==> src/rtl/pwr_pkg.sv <==
package pwr_pkg;
  typedef enum logic [2:0] {
    ST_RUN, ST_IDLE, ST_STOP, ST_BACKUP, ST_WRST, ST_WINT
  } pwrState_t;

  typedef struct packed {
    logic loadRstWait;
    logic loadIntWait;
    logic runActive;
  } ctlStrobe_t;
endpackage

==> src/rtl/pwr_filter.sv <==
module pwr_filter #(
  parameter int   FILT_LEN = 4,
  parameter logic RST_VAL  = 1'b0
) (
  input  logic clk,
  input  logic porN,
  input  logic din,
  output logic dout
);
  localparam int CW = $clog2(FILT_LEN + 1);
  logic sync1, sync2;
  logic [CW-1:0] agree;

  always_ff @(posedge clk or negedge porN) begin
    if (!porN) begin
      sync1 <= RST_VAL;
      sync2 <= RST_VAL;
      dout  <= RST_VAL;
      agree <= '0;
    end else begin
      sync1 <= din;
      sync2 <= sync1;
      if (sync2 != dout) begin
        if (agree == CW'(FILT_LEN - 1)) begin
          dout  <= sync2;
          agree <= '0;
        end else begin
          agree <= agree + 1'b1;
        end
      end else begin
        agree <= '0;
      end
    end
  end
endmodule

==> src/rtl/pwr_datapath.sv <==
module pwr_datapath
  import pwr_pkg::*;
#(
  parameter int NIRQ       = 4,
  parameter int FILT_LEN   = 4,
  parameter int WAIT_SHIFT = 0,
  parameter int BASE_DIV   = 6
) (
  input  logic            clk,
  input  logic            porN,
  input  logic            rstPinN,
  input  logic [NIRQ-1:0] extIrq,
  input  logic [NIRQ-1:0] irqEn,
  input  logic [1:0]      waitSel,
  input  logic [1:0]      divSel,
  input  ctlStrobe_t      strobe,
  output logic            rstFilt,
  output logic            wakePend,
  output logic            waitDone,
  output logic            cpuTick
);
  localparam int RST_EXP = 16;
  localparam int WCNT_W  = RST_EXP - WAIT_SHIFT;
  localparam int DIV_W   = $clog2(BASE_DIV * 16);

  logic [NIRQ-1:0]   irqFilt;
  logic [WCNT_W-1:0] waitCnt;
  logic [DIV_W-1:0]  divCnt;
  logic [1:0]        divCur;

  pwr_filter #(.FILT_LEN(FILT_LEN), .RST_VAL(1'b0)) u_rstFilt (
    .clk(clk), .porN(porN), .din(rstPinN), .dout(rstFilt)
  );

  for (genvar i = 0; i < NIRQ; i++) begin : g_irqFilt
    pwr_filter #(.FILT_LEN(FILT_LEN), .RST_VAL(1'b0)) u_irqFilt (
      .clk(clk), .porN(porN), .din(extIrq[i]), .dout(irqFilt[i])
    );
  end

  assign wakePend = |(irqFilt & irqEn);

  function automatic logic [WCNT_W-1:0] intLast(input logic [1:0] sel);
    int e;
    case (sel)
      2'd0:    e = 8;
      2'd1:    e = 11;
      2'd2:    e = 14;
      default: e = 16;
    endcase
    return WCNT_W'((1 << (e - WAIT_SHIFT)) - 1);
  endfunction

  function automatic logic [DIV_W-1:0] divLast(input logic [1:0] sel);
    int n;
    case (sel)
      2'd0:    n = 1;
      2'd1:    n = 2;
      2'd2:    n = 8;
      default: n = 16;
    endcase
    return DIV_W'(BASE_DIV * n - 1);
  endfunction

  always_ff @(posedge clk or negedge porN) begin
    if (!porN) begin
      waitCnt <= '0;
    end else if (strobe.loadRstWait) begin
      waitCnt <= '1;
    end else if (strobe.loadIntWait) begin
      waitCnt <= intLast(waitSel);
    end else if (waitCnt != '0) begin
      waitCnt <= waitCnt - 1'b1;
    end
  end
  assign waitDone = (waitCnt == '0);

  always_ff @(posedge clk or negedge porN) begin
    if (!porN) begin
      divCnt <= '0;
      divCur <= 2'd0;
    end else if (!strobe.runActive) begin
      divCnt <= '0;
      divCur <= divSel;
    end else if (divCnt == divLast(divCur)) begin
      divCnt <= '0;
      divCur <= divSel;
    end else begin
      divCnt <= divCnt + 1'b1;
    end
  end
  assign cpuTick = strobe.runActive && (divCnt == divLast(divCur));
endmodule

==> src/rtl/pwr_ctrl.sv <==
module pwr_ctrl
  import pwr_pkg::*;
(
  input  logic       clk,
  input  logic       porN,
  input  logic       rstFilt,
  input  logic       lvdLow,
  input  logic       stopReq,
  input  logic       idleReq,
  input  logic       wakePend,
  input  logic       waitDone,
  output ctlStrobe_t strobe,
  output logic       oscEn,
  output logic       periphEn,
  output logic       sysRst
);
  pwrState_t state, nextState;
  logic backupCond;

  assign backupCond = !rstFilt || lvdLow;

  always_comb begin
    nextState = state;
    if (backupCond) begin
      nextState = ST_BACKUP;
    end else begin
      case (state)
        ST_BACKUP: nextState = ST_WRST;
        ST_WRST:   if (waitDone) nextState = ST_RUN;
        ST_RUN: begin
          if (stopReq) begin
            if (!wakePend) nextState = ST_STOP;
          end else if (idleReq) begin
            nextState = ST_IDLE;
          end
        end
        ST_IDLE:   if (wakePend) nextState = ST_RUN;
        ST_STOP:   if (wakePend) nextState = ST_WINT;
        ST_WINT:   if (waitDone) nextState = ST_RUN;
        default:   nextState = ST_BACKUP;
      endcase
    end
  end

  always_ff @(posedge clk or negedge porN) begin
    if (!porN) state <= ST_BACKUP;
    else       state <= nextState;
  end

  assign strobe.loadRstWait = (nextState == ST_WRST) && (state != ST_WRST);
  assign strobe.loadIntWait = (nextState == ST_WINT) && (state != ST_WINT);
  assign strobe.runActive   = (state == ST_RUN);

  assign oscEn    = (state == ST_RUN) || (state == ST_IDLE) ||
                    (state == ST_WRST) || (state == ST_WINT);
  assign periphEn = (state == ST_RUN) || (state == ST_IDLE);
  assign sysRst   = (state == ST_BACKUP) || (state == ST_WRST);
endmodule

==> src/rtl/pwr_wake_ctrl.sv <==
module pwr_wake_ctrl
  import pwr_pkg::*;
#(
  parameter int NIRQ       = 4,
  parameter int FILT_LEN   = 4,
  parameter int WAIT_SHIFT = 0,
  parameter int BASE_DIV   = 6
) (
  input  logic            clk,
  input  logic            porN,
  input  logic            rstPinN,
  input  logic            lvdLow,
  input  logic            stopReq,
  input  logic            idleReq,
  input  logic [NIRQ-1:0] extIrq,
  input  logic [NIRQ-1:0] irqEn,
  input  logic [1:0]      waitSel,
  input  logic [1:0]      divSel,
  output logic            oscEn,
  output logic            cpuClkEn,
  output logic            periphClkEn,
  output logic            sysRst
);
  ctlStrobe_t strobe;
  logic rstFilt, wakePend, waitDone;

  pwr_datapath #(
    .NIRQ(NIRQ), .FILT_LEN(FILT_LEN), .WAIT_SHIFT(WAIT_SHIFT), .BASE_DIV(BASE_DIV)
  ) u_dp (
    .clk(clk), .porN(porN), .rstPinN(rstPinN), .extIrq(extIrq), .irqEn(irqEn),
    .waitSel(waitSel), .divSel(divSel), .strobe(strobe), .rstFilt(rstFilt),
    .wakePend(wakePend), .waitDone(waitDone), .cpuTick(cpuClkEn)
  );

  pwr_ctrl u_ctl (
    .clk(clk), .porN(porN), .rstFilt(rstFilt), .lvdLow(lvdLow),
    .stopReq(stopReq), .idleReq(idleReq), .wakePend(wakePend),
    .waitDone(waitDone), .strobe(strobe), .oscEn(oscEn),
    .periphEn(periphClkEn), .sysRst(sysRst)
  );
endmodule

==> config.mk <==
export PLATFORM = sky130hd
export DESIGN_NAME = pwr_wake_ctrl
export DESIGN_NICKNAME = d
export VERILOG_FILES = /design/src/rtl/pwr_pkg.sv /design/src/rtl/pwr_filter.sv /design/src/rtl/pwr_datapath.sv /design/src/rtl/pwr_ctrl.sv /design/src/rtl/pwr_wake_ctrl.sv
export SDC_FILE = /design/constraint.sdc
export NUM_CORES = 1
export LEC_CHECK = 0
export BUFFER_PORTS_ARGS = -buffer_cell sky130_fd_sc_hd__clkbuf_2
export CAP_MARGIN = 10
export CORE_UTILIZATION = 30
export CTS_BUF_LIST = sky130_fd_sc_hd__clkbuf_16
export CTS_CLUSTER_DIAMETER = 50
export CTS_CLUSTER_SIZE = 16
export DETAILED_ROUTE_END_ITERATION = 7
export REMOVE_ABC_BUFFERS = 1
export SLEW_MARGIN = 20
export SYNTH_ARGS = -nofsm -noshare
export SYNTH_HDL_FRONTEND = slang
export SYNTH_SLANG_ARGS = --single-unit
export TNS_END_PERCENT = 1
==> constraint.sdc <==
create_clock -name clk -period 2 [get_ports clk]
set_input_delay 0.2 -clock clk [delete_from_list [all_inputs] [get_ports clk]]
set_output_delay 0.2 -clock clk [all_outputs]
set_load 0.05 [all_outputs]
==> results.py <==
metrics = {
    "drt": {
        "vias": 2065,
        "drtIter0Drc": 110,
        "wl_met1_um": 2630,
        "wl_met2_um": 2300,
        "via_per_inst": 4.82,
        "drt-total-wl_um": 5300,
        "wl_per_cell_um": 12.4,
        "drt_drc_violations_left": 0,
        "wl_met3_um": 240,
        "top_layer": "met4",
        "drtAntennaViolNets": 0,
        "firstDrtPassIters": 4,
    },
    "synth": {
        "yosys_warnings": 0,
        "ys_seq_elements": 58,
        "synth_xor_area_frac": 0.0497,
        "synth-edff-count": 0,
        "synth-adder-area-share": 0.0533,
        "ys_seq_area_frac": 0.516,
        "synth_area_sq_um": 2820,
        "synth_cell_types": 54,
        "synthArstFlopShare": 1.00,
        "synthCells": 257,
        "synth_mux_area_frac": 0.0382,
        "yosys_most_used_dff": "dfrtp_1",
        "synth_top_family_by_area": "simple AND/OR/NAND/NOR gates",
        "synth-simple-area-share": 0.210,
        "synth_compound_area_frac": 0.103,
        "syn_avg_cell_area_sq_um": 11.0,
    },
    "power_and_ir_drop": {
        "p_leak_nw": 1.62,
        "p_int_w": 0.00292,
        "power_frac_seq": 0.396,
        "combinationalPowerShare": 0.293,
        "ir_worst_vdd_uv": 749,
        "switching_share": 0.333,
        "power.clock.fraction": 0.311,
        "switchingPower_w": 0.00146,
        "p_per_area_nw_per_um2": 1210,
    },
    "outcome": {
        "status": "finished, violations left",
        "violations": "negative setup slack",
    },
    "sta": {
        "relSlewSlack": 0.617,
        "fin_worst_skew_ns": 0.00672,
        "rsz0062_at_grt": "true",
        "final_hold_viol_count": 0,
        "maxSlewViolCount": 0,
        "worst_pin_slew_ns": 0.575,
        "period_share": 1.15,
        "hold_slack_ns": 0.0999,
        "timing.fmax_ghz": 0.435,
        "setup_ws_ns": -0.298,
        "fin_crit_ns": 2.30,
        "finalSetupViolCount": 1,
    },
    "place": {
        "hpwl_um": 3660,
        "portBuffers": 21,
        "gp_congestion": 0.832,
        "placedCellCount": 405,
    },
    "setup_path": {
        "cp.required_ns": 1.80,
        "path_class": "reg2out",
        "crit_arrival_ns": 2.10,
        "worstSetupStartpoint": "u_dp.divCnt[3]$_DFF_PN0_",
        "endpoint_kind": "output port",
        "crit_fanout": 3,
        "reg2reg_depth": 6,
        "reg2reg_slack_ns": 0,
        "start_kind": "flop",
        "reg2reg_to": "u_dp.divCur[0]$_DFFE_PN0P_",
        "rr_startpoint": "u_dp.divCnt[3]$_DFF_PN0_",
        "crit_end": "cpuClkEn",
    },
    "clocking": {
        "cts.htree.levels": 3,
        "cts_root_buffer": "clkbuf_16",
        "clock_sinks": 58,
        "clock_latency_ns": 0.33,
        "clock_path_buffers": 2,
        "clkTransAtPathRegs_ns": 0.05,
        "tritoncts": "yes",
        "cts_buffers": 9,
    },
    "cells_and_area": {
        "drive_gt1_frac": 0.278,
        "area_growth_pct": 28.1,
        "stdcell_count": 428,
        "nFillCells": 846,
        "nNetsFinal": 345,
        "num_antenna_cells": 0,
    },
    "floorplanning": {
        "core-area_sq_um": 8890,
        "die_area_sq_um": 9780,
        "rows": 34,
        "die_h_um": 98.9,
        "io_pins": 22,
        "initial_core_util": 0.317,
        "die_w_um": 98.9,
    },
    "hold_path": {
        "min_path_type": "in2reg",
        "whs_path_depth": 2,
    },
    "job": {
        "cap_viol_max_count": 0,
    },
    "global_route": {
        "grt.overflow.total": 0,
        "grt_pass1_vias": 2102,
        "grt_pass1_wl_um": 9450,
        "antenna_found_initial": 0,
        "grt_max_degree": 59,
        "grtUsageTotal": 0.123,
    },
}
-- synthesized netlist by cell type (3+ instances only) --
master | instances | area (sq um)
clkbuf_1 | 3 | 11.3
xor2_1 | 5 | 43.8
xnor2_1 | 11 | 96.3
nand4_1 | 3 | 18.8
nor2_1 | 18 | 67.6
nor3b_1 | 6 | 45.0
dfrtp_1 | 56 | 1400
and3_1 | 3 | 18.8
o21ai_0 | 6 | 30.0
a32oi_1 | 3 | 26.3
a21oi_1 | 6 | 30.0
nand2_1 | 23 | 86.3
nor4_1 | 4 | 25.0
nor3_1 | 9 | 45.0
ha_1 | 12 | 150
nor2b_1 | 9 | 56.3
mux2_2 | 6 | 67.6
nand3_1 | 6 | 30.0
a22oi_1 | 10 | 75.1
inv_1 | 12 | 45.0
-- how the worst min path moves through the flow --
stage,start,to,slack [ns]
after floorplan,porN,u_ctl.state[2]$_DFF_PN0_,-0.1
after global placement,porN,u_dp.g_irqFilt[0].u_irqFilt.agree[1]$_DFF_PN0_,0.23
after detailed placement,porN,u_dp.waitCnt[13]$_DFFE_PN0P_,0.23
after CTS,divSel[1],u_dp.divCur[1]$_DFFE_PN0P_,0.09
after global routing,divSel[1],u_dp.divCur[1]$_DFFE_PN0P_,0.10
final,divSel[1],u_dp.divCur[1]$_DFFE_PN0P_,0.1
-- critical path: stages (launching register included) --
cell,delay (ns)
dfrtp_1,0.37
or3b_1,0.38
a222oi_1,0.33
o211ai_1,0.22
nor4_2,0.19
buf_4,0.16
buf_12,0.12
-- metrics by stage --
step / util / area [sq um] / setup TNS, ns / setup WS [ns] / power [W]
global placement: 0.364 / 3240 / -0.530 / -0.106 / 0.00298
finish: 0.406 / 3610 / -0.298 / -0.298 / 0.00438
floorplan: - / 2790 / -3.37 / -0.934 / 0.00259
detailed placement: 0.364 / 3240 / -1.05 / -0.167 / 0.00300
global route: 0.406 / 3610 / -0.541 / -0.420 / 0.00469
CTS: 0.402 / 3570 / -0.397 / -0.397 / 0.00441
-- power by group through the flow --
stage	clock [W]	combinational, W	sequential, W
after floorplan	0	0.000841	0.00175
after global placement	0	0.00123	0.00174
after detailed placement	0	0.00125	0.00175
after CTS	0.00140	0.00128	0.00174
after global routing	0.00145	0.00146	0.00179
final	0.00136	0.00128	0.00174
-- sequential cells by signal, summed over array words and instances, names as in the netlist --
name and count:
u_dp.g_irqFilt.u_irqFilt.dout 4, u_dp.u_rstFilt.sync2 1, u_ctl.state 3, u_dp.divCnt 7, u_dp.g_irqFilt.u_irqFilt.agree 12, u_dp.divCur 2, u_dp.u_rstFilt.dout 1, u_dp.g_irqFilt.u_irqFilt.sync1 4
u_dp.u_rstFilt.agree 3, u_dp.waitCnt 16, u_dp.g_irqFilt.u_irqFilt.sync2 4, u_dp.u_rstFilt.sync1 1
-- layout make-up --
type                            instances  area [sq um]  area share
Multi-Input combinational cell        182          1320       0.365
Clock inverter                          7          46.3      0.0128
Inverter                               12          45.0      0.0125
Tap cell                              108           135      0.0374
Timing Repair Buffer                   52           388       0.107
Sequential cell                        58          1450       0.403
Clock buffer                            9           225      0.0624
-- logic make-up after synthesis --
group,after synthesis
flip-flops,58
multiplexers,9
buffers and inverters,18
other,1
adder cells (fa/ha/maj),12
XOR/XNOR,16
AO/OA/AOI/OAI,41
AND/OR/NAND/NOR,102
-- what timing repair did --
| action | in CTS | in global routing |
|---|---|---|
| gates resized for setup | 1 | 7 |
| setup buffers | 0 | 1 |
| endpoints found under the hold margin | 61 | 0 |
| hold buffers | 6 | 0 |
| cloned | 0 | 0 |
| pin swaps | 0 | 2 |
| setup endpoints to repair | 9 | 6 |
-- cells in the final DEF, fill, tap and decap left out, drive strengths merged, types with 3 or more instances in the layout --
master	count
nor4	4
nor2b	9
nor3	10
nand4	4
dfrtp	56
clkinv	5
clkbuf	29
a21oi	6
xor2	5
mux2	8
buf	26
o21ai	6
a22oi	10
nand3	6
dlygate4sd3	6
a21boi	3
inv	12
xnor2	11
nor2	18
a32oi	3
nand2	24
ha	12
and3	5
nor3b	6
-- routing by layer --
| layer | vias to the layer above | GRT usage |
|---|---|---|
| li1 | 1042 | - |
| met1 | 981 | 0.155 |
| met2 | 33 | 0.192 |
| met3 | 9 | 0.0369 |
| met4 | 0 | 0.0620 |
| met5 | - | 0 |
No activity file was read; power rests on OpenSTA's default activity.
